## config.mk

```make
export PLATFORM = sky130hd
export DESIGN_NAME = vreg_seq_ctrl
export DESIGN_NICKNAME = d
export VERILOG_FILES = /design/src/rtl/vreg_seq_ctrl.sv
export SDC_FILE = /design/constraint.sdc
export NUM_CORES = 1
export LEC_CHECK = 0
export BUFFER_PORTS_ARGS = -buffer_cell sky130_fd_sc_hd__buf_2
export CAP_MARGIN = 5
export CORE_MARGIN = 1
export CORE_UTILIZATION = 50
export DETAILED_ROUTE_END_ITERATION = 10
export GPL_ROUTABILITY_DRIVEN = 0
export PLACE_DENSITY = 0.8
export SYNTH_ARGS = -nofsm -noshare
export SYNTH_HDL_FRONTEND = slang
export SYNTH_SLANG_ARGS = --single-unit
```

## constraint.sdc

```tcl
create_clock -name clk -period 7.27 [get_ports clk]
set_input_delay 1.454 -clock clk [delete_from_list [all_inputs] [get_ports clk]]
set_output_delay 1.454 -clock clk [all_outputs]
set_load 0.02 [all_outputs]
```

## src/rtl/vreg_seq_ctrl.sv

```systemverilog
module vreg_seq_ctrl #(
  parameter int CAL_CYC  = 875000,
  parameter int SS_CYC   = 1000,
  parameter int RAMP_CYC = 500
) (
  input  logic       clk,
  input  logic       rst_n,
  input  logic       vcc_ok,
  input  logic       en,
  input  logic       cal_done,
  input  logic       vccp_ok,
  input  logic       drv_rdy,
  input  logic       ovp,
  input  logic       uv,
  input  logic       ilim,
  input  logic       no_cpu,
  input  logic       vid_ok,
  output logic [3:0] state,
  output logic       ready,
  output logic       drive_en,
  output logic       dac_vid
);

  localparam int MAXL = (CAL_CYC > SS_CYC) ?
                        ((CAL_CYC > RAMP_CYC) ? CAL_CYC : RAMP_CYC) :
                        ((SS_CYC > RAMP_CYC) ? SS_CYC : RAMP_CYC);
  localparam int CW = $clog2(MAXL) + 1;
  localparam logic [CW-1:0] CAL_END  = CW'(CAL_CYC - 1);
  localparam logic [CW-1:0] SS_END   = CW'(SS_CYC - 1);
  localparam logic [CW-1:0] RAMP_END = CW'(RAMP_CYC - 1);
  localparam logic [CW-1:0] CNT_TOP  = CW'(MAXL - 1);

  typedef enum logic [3:0] {
    S_POR    = 4'd0,
    S_OFF    = 4'd1,
    S_CAL    = 4'd2,
    S_DRVOFF = 4'd3,
    S_PHASE  = 4'd4,
    S_SOFT   = 4'd5,
    S_RAMP   = 4'd6,
    S_RUN    = 4'd7,
    S_OVP    = 4'd8,
    S_UVP    = 4'd9
  } st_t;

  st_t st, st_nx;
  logic [CW-1:0] cnt;
  logic fault, regulating;

  assign fault      = ilim | no_cpu | ~vid_ok;
  assign regulating = (st == S_SOFT) || (st == S_RAMP) || (st == S_RUN) || (st == S_UVP);

  always_comb begin
    st_nx = st;
    if (!vcc_ok)
      st_nx = S_POR;
    else if (st == S_POR)
      st_nx = S_OFF;
    else if (!en)
      st_nx = S_OFF;
    else begin
      unique case (st)
        S_OFF:    st_nx = S_CAL;
        S_CAL:    if (cnt >= CAL_END && cal_done) st_nx = S_DRVOFF;
        S_DRVOFF: if (vccp_ok && drv_rdy) st_nx = S_PHASE;
        S_OVP:    st_nx = S_OVP;
        default: begin
          if (ovp)
            st_nx = S_OVP;
          else if (regulating && fault)
            st_nx = S_DRVOFF;
          else begin
            case (st)
              S_PHASE: st_nx = S_SOFT;
              S_SOFT:  if (cnt >= SS_END) st_nx = S_RAMP;
              S_RAMP:  if (uv) st_nx = S_UVP;
                       else if (cnt >= RAMP_END) st_nx = S_RUN;
              S_RUN:   if (uv) st_nx = S_UVP;
              S_UVP:   if (!uv) st_nx = S_RUN;
              default: st_nx = S_POR;
            endcase
          end
        end
      endcase
    end
  end

  always_ff @(posedge clk or negedge rst_n) begin
    if (!rst_n) begin
      st  <= S_POR;
      cnt <= '0;
    end else begin
      st <= st_nx;
      if (st_nx != st)
        cnt <= '0;
      else if (cnt != CNT_TOP)
        cnt <= cnt + 1'b1;
    end
  end

  assign state    = st;
  assign ready    = (st == S_RUN);
  assign drive_en = (st == S_PHASE) || regulating;
  assign dac_vid  = (st == S_RAMP) || (st == S_RUN) || (st == S_UVP);

endmodule

```

==> impl_metrics.env, run 1 <==
export IMPL_synth_cell_types=53
export IMPL_ys_seq_area_share_pct=30.6
export IMPL_synth_fp_nets=243
export IMPL_fin_crit_sh_pct=43.3
export IMPL_grt_pass1_vias=1739
export IMPL_cts_tree="yes"
export IMPL_portBuffers=18
export IMPL_endpoint_kind="flip-flop"
export IMPL_nets=252
export IMPL_use_met3_pct=3.28
export IMPL_clock_path_buffers=2
export IMPL_swShare_pct=33.3
export IMPL_start_kind="input pin"
export IMPL_synth_avg_cell_area_sq_um=8.90
export IMPL_die_w_microns=66.0
export IMPL_finalMaxSlewViolations=0
export IMPL_post_drt_wl_per_cell_microns=15.9
export IMPL_period_needed_ns=3.14
export IMPL_syn_instance_count=230
export IMPL_core_area_sq_um=3800
export IMPL_n_antenna_cell=0
export IMPL_skew_ns=0.00167
export IMPL_grt_max_degree=26
export IMPL_outcome="complete, no violations"
export IMPL_netSwitchingPower_uw=104
export IMPL_setup_viol=0
export IMPL_htree_levels=1
export IMPL_reg2reg_to="cnt[1]"
export IMPL_r2r_start="cnt[0]"
export IMPL_p_comb_share_pct=23.2
export IMPL_r2r_slack_ns=4.16
export IMPL_hold_path_class="reg -> reg"
export IMPL_max_stage_delay_ns=0.41
export IMPL_antenna_found_initial=0
export IMPL_cp_cell_sequence="buf_2 > nor2_1 > nand2_1 > a221o_1 > a221oi_1 > a21oi_2 > buf_4 > nor4b_1"
export IMPL_grt_overflow_total=0
export IMPL_async_reset_ff_share_pct=100
export IMPL_ctsHoldBuffers=0
export IMPL_grt_pass1_wl_microns=8050
export IMPL_synth_ff_type="dfrtp_1"
export IMPL_holdPathStages=2
export IMPL_p_int_uw=209
export IMPL_r2r_worst_path_cells=8
export IMPL_grt_util_met1_pct=33.6
export IMPL_synth_area_sq_um=2050
export IMPL_rsz0062_at_grt="false"
export IMPL_clkPwrFrac_pct=27.3
export IMPL_die_height_microns=66.0
export IMPL_use_met2_pct=36.0
export IMPL_crit_slowest_cell="a221oi_1"
export IMPL_cp_data_required_time_ns=7.45
export IMPL_grt_use_total_pct=23.8
export IMPL_hold_violations=0
export IMPL_final_cell_mix="dfrtp_1 (25), nand2_1 (22), nor4_2 (20)"
export IMPL_cts_root_buffer="clkbuf_8"
export IMPL_area_growth_pct=5.87
export IMPL_clk_insertion_delay_late_ns=0.27
export IMPL_seqPwrFrac_pct=49.4
export IMPL_drtPass1Iterations=4
export IMPL_clkSinkCount=25
export IMPL_hold_end="cnt[20]"
export IMPL_synth_ff_latch_count=25
export IMPL_max_freq_mhz=318
export IMPL_clk_pin_slew_ns=0.09
export IMPL_maxCapViolations=0
export IMPL_yosysWarnings=0
export IMPL_min_from="cnt[20]"
export IMPL_utilization_pct=57.0
export IMPL_drive_gt1_share_pct=21.4
export IMPL_row_count=22
export IMPL_cp_num_buf_inv=2
export IMPL_vias=1814
export IMPL_post_cts_buffers=0
export IMPL_route_detailed_drc=0
export IMPL_drtIter0Drc=161
export IMPL_dp_cells=282
export IMPL_critical_path_max_fanout=12
export IMPL_final_setup_tns_ns=0
export IMPL_powerDensity_nw_per_um2=144
export IMPL_via_per_inst=6.34
export IMPL_crit_arrival_ns=3.32
export IMPL_cts_buffers=3
export IMPL_dieArea_sq_um=4350
export IMPL_worst_slew_pin_slew_ns=0.658
export IMPL_p_leak_nw=0.841
export IMPL_synth_edf_count=0
export IMPL_num_io_pins=19
export IMPL_relSlewSlack_pct=56.1
export IMPL_grt_busiest_layer="met2"
export IMPL_peakVddDrop_mv=0.134
export IMPL_hpwl_microns=3220
export IMPL_ctsResizeCount=0
export IMPL_fin_cells=286
export IMPL_drt_total_wl_microns=4560
export IMPL_drtAntennaViolNets=0
export IMPL_critical_path_class="in -> reg"
export IMPL_initial_core_util_pct=53.9
export IMPL_path_delay_family="compound AO/OA/AOI/OAI gates"
export IMPL_final_common_cell="dfrtp_1"
power by group through the flow:
stage	logic, mW	clock network [mW]	registers (mW)
floorplan	0.0600	0	0.152
global placement	0.0716	0	0.156
detailed placement	0.0729	0	0.157
finish	0.0728	0.0855	0.155
global route	0.0810	0.0947	0.156
CTS	0.0732	0.0875	0.154
per-layer routing:
| layer | wire [microns] | part of all wire (%) |
|---|---|---|
| met4 | 95 | 2.1 |
| met3 | 220 | 4.8 |
| met2 | 2120 | 47 |
| met5 | 0 | 0 |
| met1 | 2120 | 46 |
synth_stat cells (all sizes together) (2+ instances only):
cell type / instances / share of area (%)
a211oi: 3 / 1.1
xor2: 9 / 3.9
nand2b: 2 / 0.61
a21oi: 7 / 1.7
clkbuf: 5 / 0.92
nor3b: 2 / 0.73
o21ai: 13 / 3.2
nand3: 7 / 1.7
and2: 5 / 1.5
a32o: 2 / 0.98
nor3: 6 / 1.5
nor4b: 2 / 1.2
and3: 5 / 1.5
nand2: 22 / 4.0
mux2: 3 / 1.7
buf: 12 / 4.2
nor4: 24 / 13
a31oi: 2 / 0.61
nor2: 15 / 2.8
o211ai: 2 / 0.73
a311oi: 2 / 0.86
a2111oi: 2 / 0.86
xnor2: 9 / 3.9
or3: 4 / 1.2
o31a: 3 / 1.3
and4: 4 / 1.7
inv: 6 / 1.1
dfrtp: 25 / 31
nand4: 6 / 1.8
nand3b: 2 / 0.73
metrics by stage:
stage	instance area [sq um]	hold WS, ns	total power, mW	setup slack [ns]
after floorplan	2050	0.564	0.212	4.11
after global placement	2120	0.592	0.228	3.86
after detailed placement	2120	0.596	0.230	3.83
after CTS	2170	0.615	0.315	4.12
after global routing	2170	0.652	0.332	3.96
final	2170	0.617	0.313	4.13
cell families after synthesis:
family / share of synthesized area (%)
AO/OA/AOI/OAI: 16.8
XOR/XNOR: 7.70
adder cells (fa/ha/maj): 0.611
buffers and inverters: 6.23
flip-flops: 30.6
multiplexers: 1.65
AND/OR/NAND/NOR: 36.4
sequential cells by signal, indices dropped and copies added, names as in the netlist:
| name | count |
|---|---|
| state | 4 |
| cnt | 21 |
worst min-delay path: stages (launching register included):
cell and delay (ns):
dfrtp_1 0.40, xnor2_1 0.15, nor4_2 0.04
how the worst max path moves through the flow:
stage | to | cells after the start | from
after CTS | cnt[1] | 8 | no_cpu
after detailed placement | cnt[1] | 8 | no_cpu
after floorplan | cnt[3] | 7 | no_cpu
after global placement | cnt[1] | 8 | no_cpu
final | cnt[1] | 8 | no_cpu
after global routing | cnt[1] | 8 | no_cpu
area by class of cell:
| type | instances | area [sq um] |
|---|---|---|
| inverter | 6 | 22.5 |
| fill | 346 | 1630 |
| multi-input combinational | 182 | 1300 |
| sequential | 25 | 626 |
| clock inverter | 1 | 7.51 |
| clock buffer | 3 | 41.3 |
| timing repair buffer | 21 | 113 |
| tap | 48 | 60.1 |
No activity file was read; power rests on OpenSTA's default activity.
==> run 2, diff against run 1 <==
--- a/config.mk
+++ b/config.mk
@@ -11,7 +11,7 @@
 export CORE_UTILIZATION = 50
 export DETAILED_ROUTE_END_ITERATION = 10
 export GPL_ROUTABILITY_DRIVEN = 0
-export PLACE_DENSITY = 0.8
+export PLACE_DENSITY = 0.83
 export SYNTH_ARGS = -nofsm -noshare
 export SYNTH_HDL_FRONTEND = slang
 export SYNTH_SLANG_ARGS = --single-unit
==> constraint.sdc (replaced) <==
create_clock -name clk -period 2.75 [get_ports clk]
set_input_delay 0.55 -clock clk [delete_from_list [all_inputs] [get_ports clk]]
set_output_delay 0.55 -clock clk [all_outputs]
set_load 0.02 [all_outputs]
==> run 2 against run 1 <==
Hold slack lost 0.36 ns. Sequential power grew to 2.6 times the previous value. Register-to-register slack lost 4.0 ns. Cell count grew 2.1%. Largest cell class unchanged. First-iteration DRC count grew 53%. Setup slack lost 4.0 ns. Flip-flop and latch count is the same. Clock skew grew 0.0022 ns. Sequential share of layout area shrank 0.64 points. Non-clock buffer count grew 6.
==> impl_metrics.env, run 2 (synthesis results as in run 1) <==
export IMPL_drive_gt1_share_pct=23.8
export IMPL_grt_use_total_pct=23.5
export IMPL_core_area_sq_um=3800
export IMPL_start_kind="flip-flop"
export IMPL_rsz0062_at_grt="false"
export IMPL_clkSinkCount=25
export IMPL_fin_cells=292
export IMPL_hpwl_microns=3320
export IMPL_period_needed_ns=2.62
export IMPL_grt_pass1_wl_microns=8020
export IMPL_num_io_pins=19
export IMPL_outcome="complete, no violations"
export IMPL_crit_arrival_ns=2.77
export IMPL_peakVddDrop_mv=0.339
export IMPL_routed_top_layer="met4"
export IMPL_met1_length_microns=2010
export IMPL_row_count=22
export IMPL_crit_cells=8
export IMPL_via_per_inst=6.52
export IMPL_clock_path_buffers=2
export IMPL_vias=1904
export IMPL_area_growth_pct=8.25
export IMPL_skew_ns=0.00389
export IMPL_clk_insertion_delay_late_ns=0.27
export IMPL_worst_slew_pin_slew_ns=0.571
export IMPL_drtAntennaViolNets=0
export IMPL_clk_pin_slew_ns=0.09
export IMPL_n_antenna_cell=0
export IMPL_final_common_cell="dfrtp_1"
export IMPL_setup_viol=0
export IMPL_drtIter0Drc=246
export IMPL_die_w_microns=66.0
export IMPL_cts_tree="yes"
export IMPL_max_freq_mhz=382
export IMPL_cp_cell_sequence="ha_2 > a211o_1 > o211a_1 > o31a_1 > or4_1 > a21oi_2 > buf_4 > nor4b_1"
export IMPL_cp_data_required_time_ns=2.90
export IMPL_endpoint_kind="flip-flop"
export IMPL_antenna_found_initial=0
export IMPL_initial_core_util_pct=53.9
export IMPL_multi_input_area_sq_um=1300
export IMPL_regArea_sq_um=626
export IMPL_route_met2_wl_microns=2260
export IMPL_htree_levels=1
export IMPL_grt_pass1_vias=1787
export IMPL_grt_overflow_total=0
export IMPL_largest_reg_flops=21
export IMPL_critical_path_max_fanout=21
export IMPL_max_stage_delay_ns=0.45
export IMPL_drtPass1Iterations=4
export IMPL_nets=258
export IMPL_hold_violations=0
export IMPL_grt_max_degree=26
export IMPL_final_setup_tns_ns=0
export IMPL_path_delay_family="compound AO/OA/AOI/OAI gates"
export IMPL_post_drt_wl_per_cell_microns=16.0
export IMPL_powerDensity_nw_per_um2=374
export IMPL_dieArea_sq_um=4350
export IMPL_cts_buffers=3
export IMPL_met3_wirelength_microns=329
export IMPL_portBuffers=18
export IMPL_fin_crit_sh_pct=95.2
export IMPL_maxCapViolations=0
export IMPL_largest_register="cnt"
export IMPL_dp_cells=288
export IMPL_route_detailed_drc=0
export IMPL_die_height_microns=66.0
export IMPL_finalMaxSlewViolations=0
export IMPL_hold_path_class="in -> async"
export IMPL_drt_total_wl_microns=4660
export IMPL_relSlewSlack_pct=61.0
export IMPL_cts_root_buffer="clkbuf_8"
export IMPL_ctsHoldBuffers=0
export IMPL_fillCellCount=326
export IMPL_crit_slowest_cell="or4_1"
export IMPL_critical_path_class="reg -> reg"
export IMPL_cp_num_buf_inv=1
export IMPL_final_cell_mix="dfrtp_1 (25), nand2_1 (22), nor4_2 (20)"
export IMPL_r2r_worst_path_cells=8
export IMPL_p_leak_nw=0.874
## run 2: layer usage
| metal | vias up | global-route usage, % |
|---|---|---|
| li1 | 901 | - |
| met1 | 916 | 29.4 |
| met2 | 77 | 40.6 |
| met3 | 10 | 5.52 |
| met4 | 0 | 5.59 |
| met5 | - | 0 |
## run 2: layout make-up
cell class / instances / share of cell area, %
tap: 48 / 2.71
inverter: 6 / 1.02
clock buffer: 3 / 1.86
multi-input combinational: 182 / 58.7
timing repair buffer: 27 / 7.28
clock inverter: 1 / 0.226
sequential: 25 / 28.2
## run 2: power by group
part | switching [mW] | internal, mW
logic | 0.137 | 0.0774
clock network | 0.116 | 0.101
registers | 0.0191 | 0.379
total | 0.272 | 0.558
## run 2: path summary, 6_finish.rpt
kind	endpoint	slack, ns	startpoint
max	cnt[1]	0.13	cnt[0]
min reg2reg	cnt[7]	0.62	cnt[7]
max in group asynchronous	cnt[14]	2.14	rst_n
min	cnt[5]	0.25	rst_n
min in group clk	state[0]	0.57	vcc_ok
max reg2reg	cnt[1]	0.13	cnt[0]
## run 2: stage by stage
step	instance area, sq um	setup slack [ns]	power [mW]	util (%)	hold slack, ns
finish	2220	0.131	0.829	58.3	0.252
global route	2220	0.00696	0.874	58.3	0.293
CTS	2210	0.0669	0.828	58.2	0.276
detailed placement	2160	0.0976	0.614	56.9	0.570
global placement	2160	0.163	0.609	56.9	0.558
floorplan	2050	0.293	0.561	-	0.254
## run 2: what timing repair did
item / in CTS / in global routing
setup endpoints to repair: 0 / 21
setup buffers: 0 / 0
resized for setup: 0 / 2
